$ cat src/rtl/dmaw_pkg.sv
package dmaw_pkg;
  localparam int DW      = 64;
  localparam int NB      = DW / 8;
  localparam int OFF_W   = $clog2(NB);
  localparam int WORD_W  = 32;
  localparam int LEN_W   = 32;

  localparam int CP_MODE_LO    = 29;
  localparam int CP_MODE_PLIST = 1;
  localparam int LAST_BIT      = 31;
  localparam int SRC_HOLD_BIT  = 17;
  localparam int DST_HOLD_BIT  = 18;
  localparam int SRC_SWAP_LO   = 11;
  localparam int DST_SWAP_LO   = 14;

  typedef enum logic [2:0] {
    W_IDLE, W_PTR, W_CMD0, W_CMD1, W_CHECK, W_XFER
  } walk_state_e;

  typedef enum logic [1:0] {X_IDLE, X_RD, X_WR} xfer_state_e;
endpackage

$ cat src/rtl/dmaw_swap.sv
module dmaw_swap
  import dmaw_pkg::*;
(
  input  logic [DW-1:0]    data_i,
  input  logic [OFF_W-1:0] mask_i,
  output logic [DW-1:0]    data_o
);
  // lane i takes lane i^mask: bit0 bytes, bit1 halfwords, bit2 words
  for (genvar i = 0; i < NB; i++) begin : g_lane
    logic [OFF_W-1:0] src_lane;
    assign src_lane = OFF_W'(i) ^ mask_i;
    assign data_o[8*i +: 8] = data_i[8*src_lane +: 8];
  end
endmodule

$ cat src/rtl/dmaw_xfer.sv
module dmaw_xfer
  import dmaw_pkg::*;
#(
  parameter int AW = 32
) (
  input  logic             clk_i,
  input  logic             rst_ni,
  input  logic             start_i,
  input  logic [AW-1:0]    src_i,
  input  logic [AW-1:0]    dst_i,
  input  logic [LEN_W-1:0] len_i,
  input  logic             src_hold_i,
  input  logic             dst_hold_i,
  input  logic [OFF_W-1:0] mask_i,
  output logic             rd_req_o,
  output logic [AW-1:0]    rd_addr_o,
  input  logic             rd_ack_i,
  input  logic [DW-1:0]    rd_data_i,
  output logic             wr_req_o,
  output logic [AW-1:0]    wr_addr_o,
  output logic [DW-1:0]    wr_data_o,
  input  logic             wr_ack_i,
  output logic             done_o
);
  localparam int BEAT_W = LEN_W - OFF_W;

  xfer_state_e      state_q;
  logic [AW-1:0]    src_q, dst_q;
  logic             src_hold_q, dst_hold_q;
  logic [OFF_W-1:0] mask_q;
  logic [BEAT_W-1:0] beats_q;
  logic [DW-1:0]    buf_q, swapped;

  dmaw_swap u_swap (
    .data_i (rd_data_i),
    .mask_i (mask_q),
    .data_o (swapped)
  );

  always_ff @(posedge clk_i or negedge rst_ni) begin
    if (!rst_ni) begin
      state_q    <= X_IDLE;
      src_q      <= '0;
      dst_q      <= '0;
      src_hold_q <= 1'b0;
      dst_hold_q <= 1'b0;
      mask_q     <= '0;
      beats_q    <= '0;
      buf_q      <= '0;
      done_o     <= 1'b0;
    end else begin
      done_o <= 1'b0;
      unique case (state_q)
        X_IDLE: if (start_i) begin
          src_q      <= src_i;
          dst_q      <= dst_i;
          src_hold_q <= src_hold_i;
          dst_hold_q <= dst_hold_i;
          mask_q     <= mask_i;
          beats_q    <= len_i[LEN_W-1:OFF_W];
          if (len_i[LEN_W-1:OFF_W] == '0) done_o <= 1'b1;
          else state_q <= X_RD;
        end
        X_RD: if (rd_ack_i) begin
          buf_q   <= swapped;
          state_q <= X_WR;
        end
        X_WR: if (wr_ack_i) begin
          if (!src_hold_q) src_q <= src_q + AW'(NB);
          if (!dst_hold_q) dst_q <= dst_q + AW'(NB);
          beats_q <= beats_q - 1'b1;
          if (beats_q == BEAT_W'(1)) begin
            done_o  <= 1'b1;
            state_q <= X_IDLE;
          end else begin
            state_q <= X_RD;
          end
        end
        default: state_q <= X_IDLE;
      endcase
    end
  end

  assign rd_req_o  = (state_q == X_RD);
  assign rd_addr_o = src_q;
  assign wr_req_o  = (state_q == X_WR);
  assign wr_addr_o = dst_q;
  assign wr_data_o = buf_q;
endmodule

$ cat src/rtl/dma_ptr_walker.sv
module dma_ptr_walker
  import dmaw_pkg::*;
#(
  parameter int AW = 32
) (
  input  logic          clk_i,
  input  logic          rst_ni,
  input  logic          cp_we_i,
  input  logic [31:0]   cp_data_i,
  output logic          ready_o,
  output logic          cmd_drop_o,
  output logic          rd_req_o,
  output logic [AW-1:0] rd_addr_o,
  input  logic          rd_ack_i,
  input  logic [63:0]   rd_data_i,
  output logic          wr_req_o,
  output logic [AW-1:0] wr_addr_o,
  output logic [63:0]   wr_data_o,
  input  logic          wr_ack_i,
  output logic          rslt_done_o,
  output logic          rslt_err_o
);
  walk_state_e       state_q;
  logic [AW-1:0]     ptr_addr_q, cmd_addr_q, src_q, dst_q;
  logic [WORD_W-1:0] cmd_q;
  logic [LEN_W-1:0]  len_q;
  logic              last_ptr_q;

  logic [WORD_W-1:0] ptr_word;
  logic              check_ok, x_start, x_done;
  logic              x_rd_req, x_wr_req;
  logic [AW-1:0]     x_rd_addr, x_wr_addr;
  logic [DW-1:0]     x_wr_data;
  logic [OFF_W-1:0]  swap_mask;
  logic              walk_rd;
  logic [AW-1:0]     walk_rd_addr;

  assign ptr_word  = ptr_addr_q[2] ? rd_data_i[63:32] : rd_data_i[31:0];
  assign swap_mask = cmd_q[SRC_SWAP_LO +: OFF_W] ^ cmd_q[DST_SWAP_LO +: OFF_W];
  assign check_ok  = (cmd_q[1:0] == 2'b00) && (len_q[OFF_W-1:0] == '0)
                  && (src_q[OFF_W-1:0] == '0) && (dst_q[OFF_W-1:0] == '0);
  assign x_start   = (state_q == W_CHECK) && check_ok;

  dmaw_xfer #(.AW(AW)) u_xfer (
    .clk_i      (clk_i),
    .rst_ni     (rst_ni),
    .start_i    (x_start),
    .src_i      (src_q),
    .dst_i      (dst_q),
    .len_i      (len_q),
    .src_hold_i (cmd_q[SRC_HOLD_BIT]),
    .dst_hold_i (cmd_q[DST_HOLD_BIT]),
    .mask_i     (swap_mask),
    .rd_req_o   (x_rd_req),
    .rd_addr_o  (x_rd_addr),
    .rd_ack_i   (rd_ack_i),
    .rd_data_i  (rd_data_i),
    .wr_req_o   (x_wr_req),
    .wr_addr_o  (x_wr_addr),
    .wr_data_o  (x_wr_data),
    .wr_ack_i   (wr_ack_i),
    .done_o     (x_done)
  );

  always_comb begin
    walk_rd      = 1'b1;
    walk_rd_addr = '0;
    unique case (state_q)
      W_PTR:   walk_rd_addr = {ptr_addr_q[AW-1:OFF_W], OFF_W'(0)};
      W_CMD0:  walk_rd_addr = cmd_addr_q;
      W_CMD1:  walk_rd_addr = cmd_addr_q + AW'(NB);
      default: walk_rd      = 1'b0;
    endcase
  end

  assign rd_req_o  = walk_rd | x_rd_req;
  assign rd_addr_o = walk_rd ? walk_rd_addr : x_rd_addr;
  assign wr_req_o  = x_wr_req;
  assign wr_addr_o = x_wr_addr;
  assign wr_data_o = x_wr_data;
  assign ready_o   = (state_q == W_IDLE);

  always_ff @(posedge clk_i or negedge rst_ni) begin
    if (!rst_ni) begin
      state_q     <= W_IDLE;
      ptr_addr_q  <= '0;
      cmd_addr_q  <= '0;
      src_q       <= '0;
      dst_q       <= '0;
      cmd_q       <= '0;
      len_q       <= '0;
      last_ptr_q  <= 1'b0;
      rslt_done_o <= 1'b0;
      rslt_err_o  <= 1'b0;
      cmd_drop_o  <= 1'b0;
    end else begin
      rslt_done_o <= 1'b0;
      rslt_err_o  <= 1'b0;
      cmd_drop_o  <= cp_we_i && (state_q != W_IDLE);
      unique case (state_q)
        W_IDLE: if (cp_we_i) begin
          if (cp_data_i[31:CP_MODE_LO] == 3'(CP_MODE_PLIST)) begin
            ptr_addr_q <= AW'({cp_data_i[28:0], 3'b000});
            state_q    <= W_PTR;
          end else begin
            rslt_err_o <= 1'b1;
          end
        end
        W_PTR: if (rd_ack_i) begin
          last_ptr_q <= ptr_word[LAST_BIT];
          cmd_addr_q <= AW'({ptr_word[28:0], 3'b000});
          ptr_addr_q <= ptr_addr_q + AW'(4);
          state_q    <= W_CMD0;
        end
        W_CMD0: if (rd_ack_i) begin
          cmd_q   <= rd_data_i[31:0];
          src_q   <= AW'(rd_data_i[63:32]);
          state_q <= W_CMD1;
        end
        W_CMD1: if (rd_ack_i) begin
          dst_q      <= AW'(rd_data_i[31:0]);
          len_q      <= rd_data_i[63:32];
          cmd_addr_q <= cmd_addr_q + AW'(2 * NB);
          state_q    <= W_CHECK;
        end
        W_CHECK: begin
          if (check_ok) begin
            state_q <= W_XFER;
          end else begin
            rslt_err_o <= 1'b1;
            state_q    <= W_IDLE;
          end
        end
        W_XFER: if (x_done) begin
          if (!cmd_q[LAST_BIT]) begin
            state_q <= W_CMD0;
          end else if (last_ptr_q) begin
            rslt_done_o <= 1'b1;
            state_q     <= W_IDLE;
          end else begin
            state_q <= W_PTR;
          end
        end
        default: state_q <= W_IDLE;
      endcase
    end
  end
endmodule

$ cat config.mk
export PLATFORM = sky130hd
export DESIGN_NAME = dma_ptr_walker
export DESIGN_NICKNAME = d
export VERILOG_FILES = /design/src/rtl/dmaw_pkg.sv /design/src/rtl/dmaw_swap.sv /design/src/rtl/dmaw_xfer.sv /design/src/rtl/dma_ptr_walker.sv
export SDC_FILE = /design/constraint.sdc
export NUM_CORES = 1
export LEC_CHECK = 0
export ABC_AREA = 1
export BUFFER_PORTS_ARGS = -buffer_cell sky130_fd_sc_hd__buf_4
export CAP_MARGIN = 20
export CORE_MARGIN = 1
export CORE_UTILIZATION = 47
export DETAILED_ROUTE_END_ITERATION = 16
export GPL_TIMING_DRIVEN = 0
export PLACE_DENSITY = 0.76
export SYNTH_ARGS = -nofsm -noshare
export SYNTH_HDL_FRONTEND = slang
export SYNTH_HIERARCHICAL = 1
export SYNTH_SLANG_ARGS = --single-unit
$ cat constraint.sdc
create_clock -name clk_i -period 2.69 [get_ports clk_i]
set_input_delay 0.269 -clock clk_i [delete_from_list [all_inputs] [get_ports clk_i]]
set_output_delay 0.269 -clock clk_i [all_outputs]
set_load 0.05 [all_outputs]
==> flow_summary.yaml, run 1 <==
run_status:
  status: "finished, violations left"
  violations: "negative setup slack"
logic_synthesis:
  ys_async_sr_fraction_pct: 100.0
  ys_ff_latch: 338
  syn_area_per_cell_sq_um: 6.813
  synth_edf_count: 0
  synth_cell_type_count: 46
  synth_cells: 3226
  ys.flop_type: "dfrtp_1"
  synth_area_sq_mm: 0.02198
  synth_fp_nets: 3334
  ys_seq_area_share_pct: 38.49
  ys_warn_count: 6
placement:
  port_buffers: 234
  dpl.hpwl_mm: 70.31
  dp_slack_ps: -78.91
  numPlacedInstances: 4063
  gp_congestion: 1.054
setup_path:
  cp.required_ps: 2420
  worstSetupPathType: "register to output port"
  crit_fanout: 10
  rrSetupSlack_ps: 190
  slowest_delay_ps: 460
  crit_path_end_kind: "output port"
  cp_num_buf_inv: 3
  crit_slowest_cell: "dfrtp_2"
  critPathLaunchType: "register"
  crit_chain: "inv_2, nand2_2, nor2_4, clkbuf_4, a21oi_1, a31oi_1, buf_4"
  worstPathArrival_ps: 2460
  cpLargestDelayFamily: "buffers and inverters"
clocking:
  cts_buffers: 41
  clock_latency_ps: 600
  clk_pin_slew_ps: 60
  cts_tree: "yes"
  cts_root_buf: "clkbuf_16"
  cts.sinks: 338
  h-tree-depth: 2
  ctsLongestPathBuffers: 3
sta:
  max_clock_freq_ghz: 0.3660
  slew_headroom_pct: 41.55
  worstMarginPinSlew_ps: 876.8
  period_needed_ps: 2732
  timing.final.ws_setup_ps: -42.02
  finalSetupViolCount: 2
  skew_ps: 29.76
  hold_viol_final: 0
  setup_tns_ps: -67.76
  rsz0062_at_grt: "true"
  period_share_pct: 101.6
  slew_viol_final: 0
floorplanning:
  core_sq_mm: 0.04577
  initial_core_util_pct: 48.02
  fp-row-count: 78
  fp.dieW_um: 218.2
  dieArea_sq_mm: 0.04763
  io_pins: 235
  die-height_um: 218.2
routing:
  drtAntennaViolNets: 0
  drt-wirelength-per-cell_um: 22.10
  vias: 24580
  firstDrtPassIters: 9
  drc_errors: 0
  wirelength_mm: 92.25
  vias_per_cell: 5.888
  first_iter_violations: 3111
global_routing:
  grt_pass1_vias: 22760
  grt_max_degree: 120
  grt_use_total_pct: 38.26
  grt.busiest_layer: "met2"
  antenna_found_initial: 5
  grt.overflow.total: 0
  grt_util_met2_pct: 57.56
  grtUsageMet1_pct: 50.40
  grt_pass1_wl_mm: 136.7
  use_met3_pct: 9.367
layout:
  final-instance-count-excl-fill: 4174
  fin_util_pct: 58.24
  final_common_cell: "nand2_1"
  mostFrequentLayoutCells: "976 x nand2_1, 434 x nand3_1, 368 x nor2_1"
  drive_above_1_share_pct: 16.22
  nets: 3645
  syn2layout_area_growth_pct: 21.30
power_and_ir_drop:
  power_leakage_nw: 12.88
  power.density_mw_per_mm2: 1378
  vdd_drop_max_v: 0.001330
hold_path:
  hp-class: "input port to register"
job:
  maxCapViolations: 0
==> layout make-up <==
class	instances	area, sq um
Clock inverter	26	344.1
Multi-Input combinational cell	2456	11860
Antenna cell	5	12.51
Fill cell	4409	19110
Clock buffer	49	1116
Sequential cell	338	8474
Inverter	285	1072
Tap cell	600	750.7
Timing Repair Buffer	269	2152
Buffer	146	878.3
==> tightest hold or removal path: cells and delay by family <==
kind	cells	cell delay, ps
buf+inv	1	80
simple gates	4	210
==> kinds of logic (layout without fill, tap and decap cells) <==
group | Yosys count | count (layout) | share of synthesized area [%]
xor+xnor | 23 | 23 | 0.9166
mux | 86 | 86 | 4.406
flops | 338 | 338 | 38.49
other cells | 0 | 5 | 0
fa+ha+maj | 7 | 7 | 0.3985
compound gates | 438 | 438 | 10.98
simple gates | 1902 | 1902 | 36.13
buf+inv | 432 | 775 | 8.688
==> cells in the mapped netlist, types with 15 or more instances <==
library cell	count	area share, %
xor2_1	22	0.88
o21ai_0	250	5.7
a31oi_1	17	0.48
nand3_1	438	10
buf_4	23	0.79
mux2_2	37	1.9
nor3_1	15	0.34
nor2_1	389	6.6
a21oi_1	88	2.0
o22ai_1	15	0.43
buf_2	73	1.7
nand2_1	982	17
nand4_1	37	1.1
clkbuf_1	36	0.61
dfrtp_1	338	38
mux2_1	49	2.5
inv_1	274	4.7
==> sequential cells by signal, indices dropped and copies added, names as in the netlist <==
register           cells
ptr_addr_q            30
u_xfer/done_o          1
u_xfer/mask_q          3
u_xfer/wr_data_o      64
u_xfer/src_hold_q      1
state_q                3
src_q                 32
cmd_addr_q            29
len_q                 32
dst_q                 32
u_xfer/state_q         2
last_ptr_q             1
rslt_done_o            1
u_xfer/beats_q        29
cmd_drop_o             1
u_xfer/wr_addr_o      32
u_xfer/dst_hold_q      1
cmd_q                 11
rslt_err_o             1
u_xfer/rd_addr_o      32
==> final timing paths <==
| kind | from | cells past startpoint | end |
|---|---|---|---|
| max in group asynchronous | rst_ni | 5 | state_q[2] |
| max reg2reg | dst_q[0] | 13 | u_xfer/rd_addr_o[13] |
| max | state_q[1] | 7 | rd_addr_o[11] |
| min | cp_data_i[23] | 5 | ptr_addr_q[26] |
| min in group asynchronous | rst_ni | 2 | u_xfer/wr_addr_o[30] |
| min reg2reg | src_q[10] | 2 | src_q[10] |
==> through the flow <==
step | total power [mW] | hold slack (ps) | cell area, sq um
after floorplan | 22.65 | -26.59 | 21980
after global placement | 29.22 | 461.9 | 24480
after detailed placement | 29.42 | 226.7 | 24570
after CTS | 35.94 | 0.02581 | 26430
after global routing | 38.57 | 17.62 | 26650
final | 36.75 | 10.66 | 26660
==> layer usage <==
metal  routed length (um)  up-vias  part of all wire, %
met5                    0        -                    0
met4                 5314        0                  5.8
met3                10980      317                   12
met2                39960     1600                   43
met1                35990    11490                   39
li1                     -    11170                    -
==> where the power goes <==
group | internal [mW] | switching [mW]
Clock | 3.58 | 2.47
Sequential | 7.46 | 2.62
Combinational | 6.34 | 14.3
==> what timing repair did <==
action                                  CTS  global route
endpoints found under the setup margin   29            29
endpoints found under the hold margin    78             0
buffers inserted                          8             7
resized for setup                        59            57
hold buffers                             17             0
pin swaps                                 5             6
(Power assumes the default switching activity.)
==> inputs of run 2 (changes only) <==
==> constraint.sdc (replaced) <==
create_clock -name clk_i -period 2.7 [get_ports clk_i]
set_input_delay 0.27 -clock clk_i [delete_from_list [all_inputs] [get_ports clk_i]]
set_output_delay 0.27 -clock clk_i [all_outputs]
set_load 0.05 [all_outputs]
==> flow_summary.yaml, run 2 (synthesized netlist as in run 1, its figures left out) <==
power_and_ir_drop:
  switchingPower_mw: 19.29
  switching_share_pct: 52.73
  power_frac_clock_pct: 16.5
  pwr-share-comb_pct: 56.1
  power_leakage_nw: 12.89
  vdd_drop_max_v: 0.001298
  p_int_mw: 17.29
  power.density_mw_per_mm2: 1372
  share_seq_of_total_power_pct: 27.5
  power.total_mw: 36.58
setup_path:
  r2r_start: "src_q[0]"
  cpLargestDelayFamily: "buffers and inverters"
  cp.required_ps: 2430
  reg2reg_depth: 13
  crit_chain: "inv_2, nand2_2, nor2_4, clkbuf_4, a21oi_1, a31oi_1, buf_4"
  cp_num_buf_inv: 3
  critPathLaunchType: "register"
  worstSetupPathType: "register to output port"
  crit_slowest_cell: "dfrtp_2"
  worstPathArrival_ps: 2450
  crit_path_end_kind: "output port"
  rrSetupSlack_ps: 190
  crit_fanout: 10
  r2r-end: "u_xfer/rd_addr_o[13]"
  slowest_delay_ps: 460
routing:
  wirelength_mm: 92.21
  vias: 24690
  first_iter_violations: 3097
  wl_met3_mm: 10.97
  drt-wirelength-per-cell_um: 22.09
  met1_length_mm: 35.98
  top_layer_used: "met5"
  firstDrtPassIters: 8
  drc_errors: 0
  vias_per_cell: 5.914
  drtAntennaViolNets: 0
  met2_length_mm: 39.84
global_routing:
  grt.overflow.total: 0
  antenna_found_initial: 5
  grt_pass1_vias: 22730
  grt_pass1_wl_mm: 136.6
  grt_use_total_pct: 38.25
  grt_max_degree: 120
layout:
  syn2layout_area_growth_pct: 21.27
  largest_reg_flops: 64
  drive_above_1_share_pct: 16.26
  mostFrequentLayoutCells: "975 x nand2_1, 435 x nand3_1, 367 x nor2_1"
  fillers: 4420
  final_common_cell: "nand2_1"
  regArea_sq_mm: 0.008474
  nets: 3644
  multi_input_area_sq_mm: 0.01187
floorplanning:
  initial_core_util_pct: 48.02
  fp-row-count: 78
  fp.dieW_um: 218.2
  core_sq_mm: 0.04577
  io_pins: 235
  dieArea_sq_mm: 0.04763
  die-height_um: 218.2
hold_path:
  worst_hold_path.num_cells: 5
  hold_path_end: "ptr_addr_q[26]"
  holdCritStartpoint: "cp_data_i[23]"
  hp-class: "input port to register"
sta:
  slew_headroom_pct: 41.08
  timing.final.ws_setup_ps: -21.70
  hold_viol_final: 0
  finalHoldWorstSlack_ps: 12.58
  finalSetupViolCount: 3
  worstMarginPinSlew_ps: 883.8
  skew_ps: 29.08
  period_share_pct: 100.8
  max_clock_freq_ghz: 0.3674
  period_needed_ps: 2722
  rsz0062_at_grt: "true"
  slew_viol_final: 0
clocking:
  clk_pin_slew_ps: 60
  cts.sinks: 338
  clock_latency_ps: 600
  ctsLongestPathBuffers: 3
  cts_tree: "yes"
  h-tree-depth: 2
  cts_root_buf: "clkbuf_16"
  cts_buffers: 41
run_status:
  status: "finished, violations left"
  violations: "negative setup slack"
job:
  maxCapViolations: 0
placement:
  port_buffers: 234
  dpl.hpwl_mm: 70.31
  gp_congestion: 1.054
  dp_slack_ps: -69.91
==> run 2: stage by stage <==
step	util (%)	cells	area (sq um)	TNS (ps)
3_3_place_gp	53.49	4060	24480	-648920
5_1_grt	58.19	4168	26630	-139.4
4_1_cts	57.72	4161	26420	-44.75
2_1_floorplan	-	3226	21980	0
3_5_place_dp	53.69	4063	24570	-111.2
6_report	58.23	4175	26650	-44.96
==> run 2: power groups by stage <==
stage	registers [mW]	clock network, mW	logic, mW
3_5_place_dp	9.92	0	19.4
3_3_place_gp	9.92	0	19.2
2_1_floorplan	11.5	0	11.1
4_1_cts	9.90	6.07	19.8
5_1_grt	10.3	6.25	21.9
6_report	10.1	6.02	20.5
==> run 2: cell type report <==
cell class,instances,area share [%]
multi-input cells,2456,44.53
flip-flops and latches,338,31.80
repair buffers,268,7.995
clock buffers,49,4.188
inverters,285,4.023
plain buffers,146,3.296
well taps,600,2.817
clock inverters,26,1.291
diodes,7,0.06572
==> run 2: worst max path at each step <==
stage	startpoint	endpoint	slack [ps]	cells past startpoint
final	state_q[1]	rd_addr_o[11]	-20	7
after global routing	state_q[1]	rd_addr_o[5]	-30	8
after CTS	cmd_addr_q[4]	rd_addr_o[11]	-40	8
after detailed placement	cmd_addr_q[4]	rd_addr_o[17]	-70	8
after global placement	rst_ni	ptr_addr_q[16]	-1990	1
after floorplan	cmd_addr_q[4]	rd_addr_o[18]	260	9
==> run 2: timing repair <==
item | in CTS | in global routing
hold endpoints to repair | 77 | 0
pin swaps | 5 | 9
hold buffers | 16 | 0
gates resized for setup | 59 | 56
setup endpoints to repair | 29 | 29
setup buffers | 8 | 7
==> run 2: per-layer routing <==
metal | vias up | track usage [%]
li1 | 11160 | -
met1 | 11620 | 50.48
met2 | 1573 | 57.64
met3 | 334 | 9.214
met4 | 2 | 20.89
met5 | - | 0
==> run 2: worst reg2reg max path, cell delays in order (launching register included) <==
cell and delay, ps:
dfrtp_1 460, nor2_1 140, nand2_1 70, nor3_1 130
and2_1 230, nand2_1 110, inv_1 180, nand2_2 130
nand2_2 180, nand2_2 140, buf_4 210, nor2_1 210
o21ai_0 130, o21ai_0 90
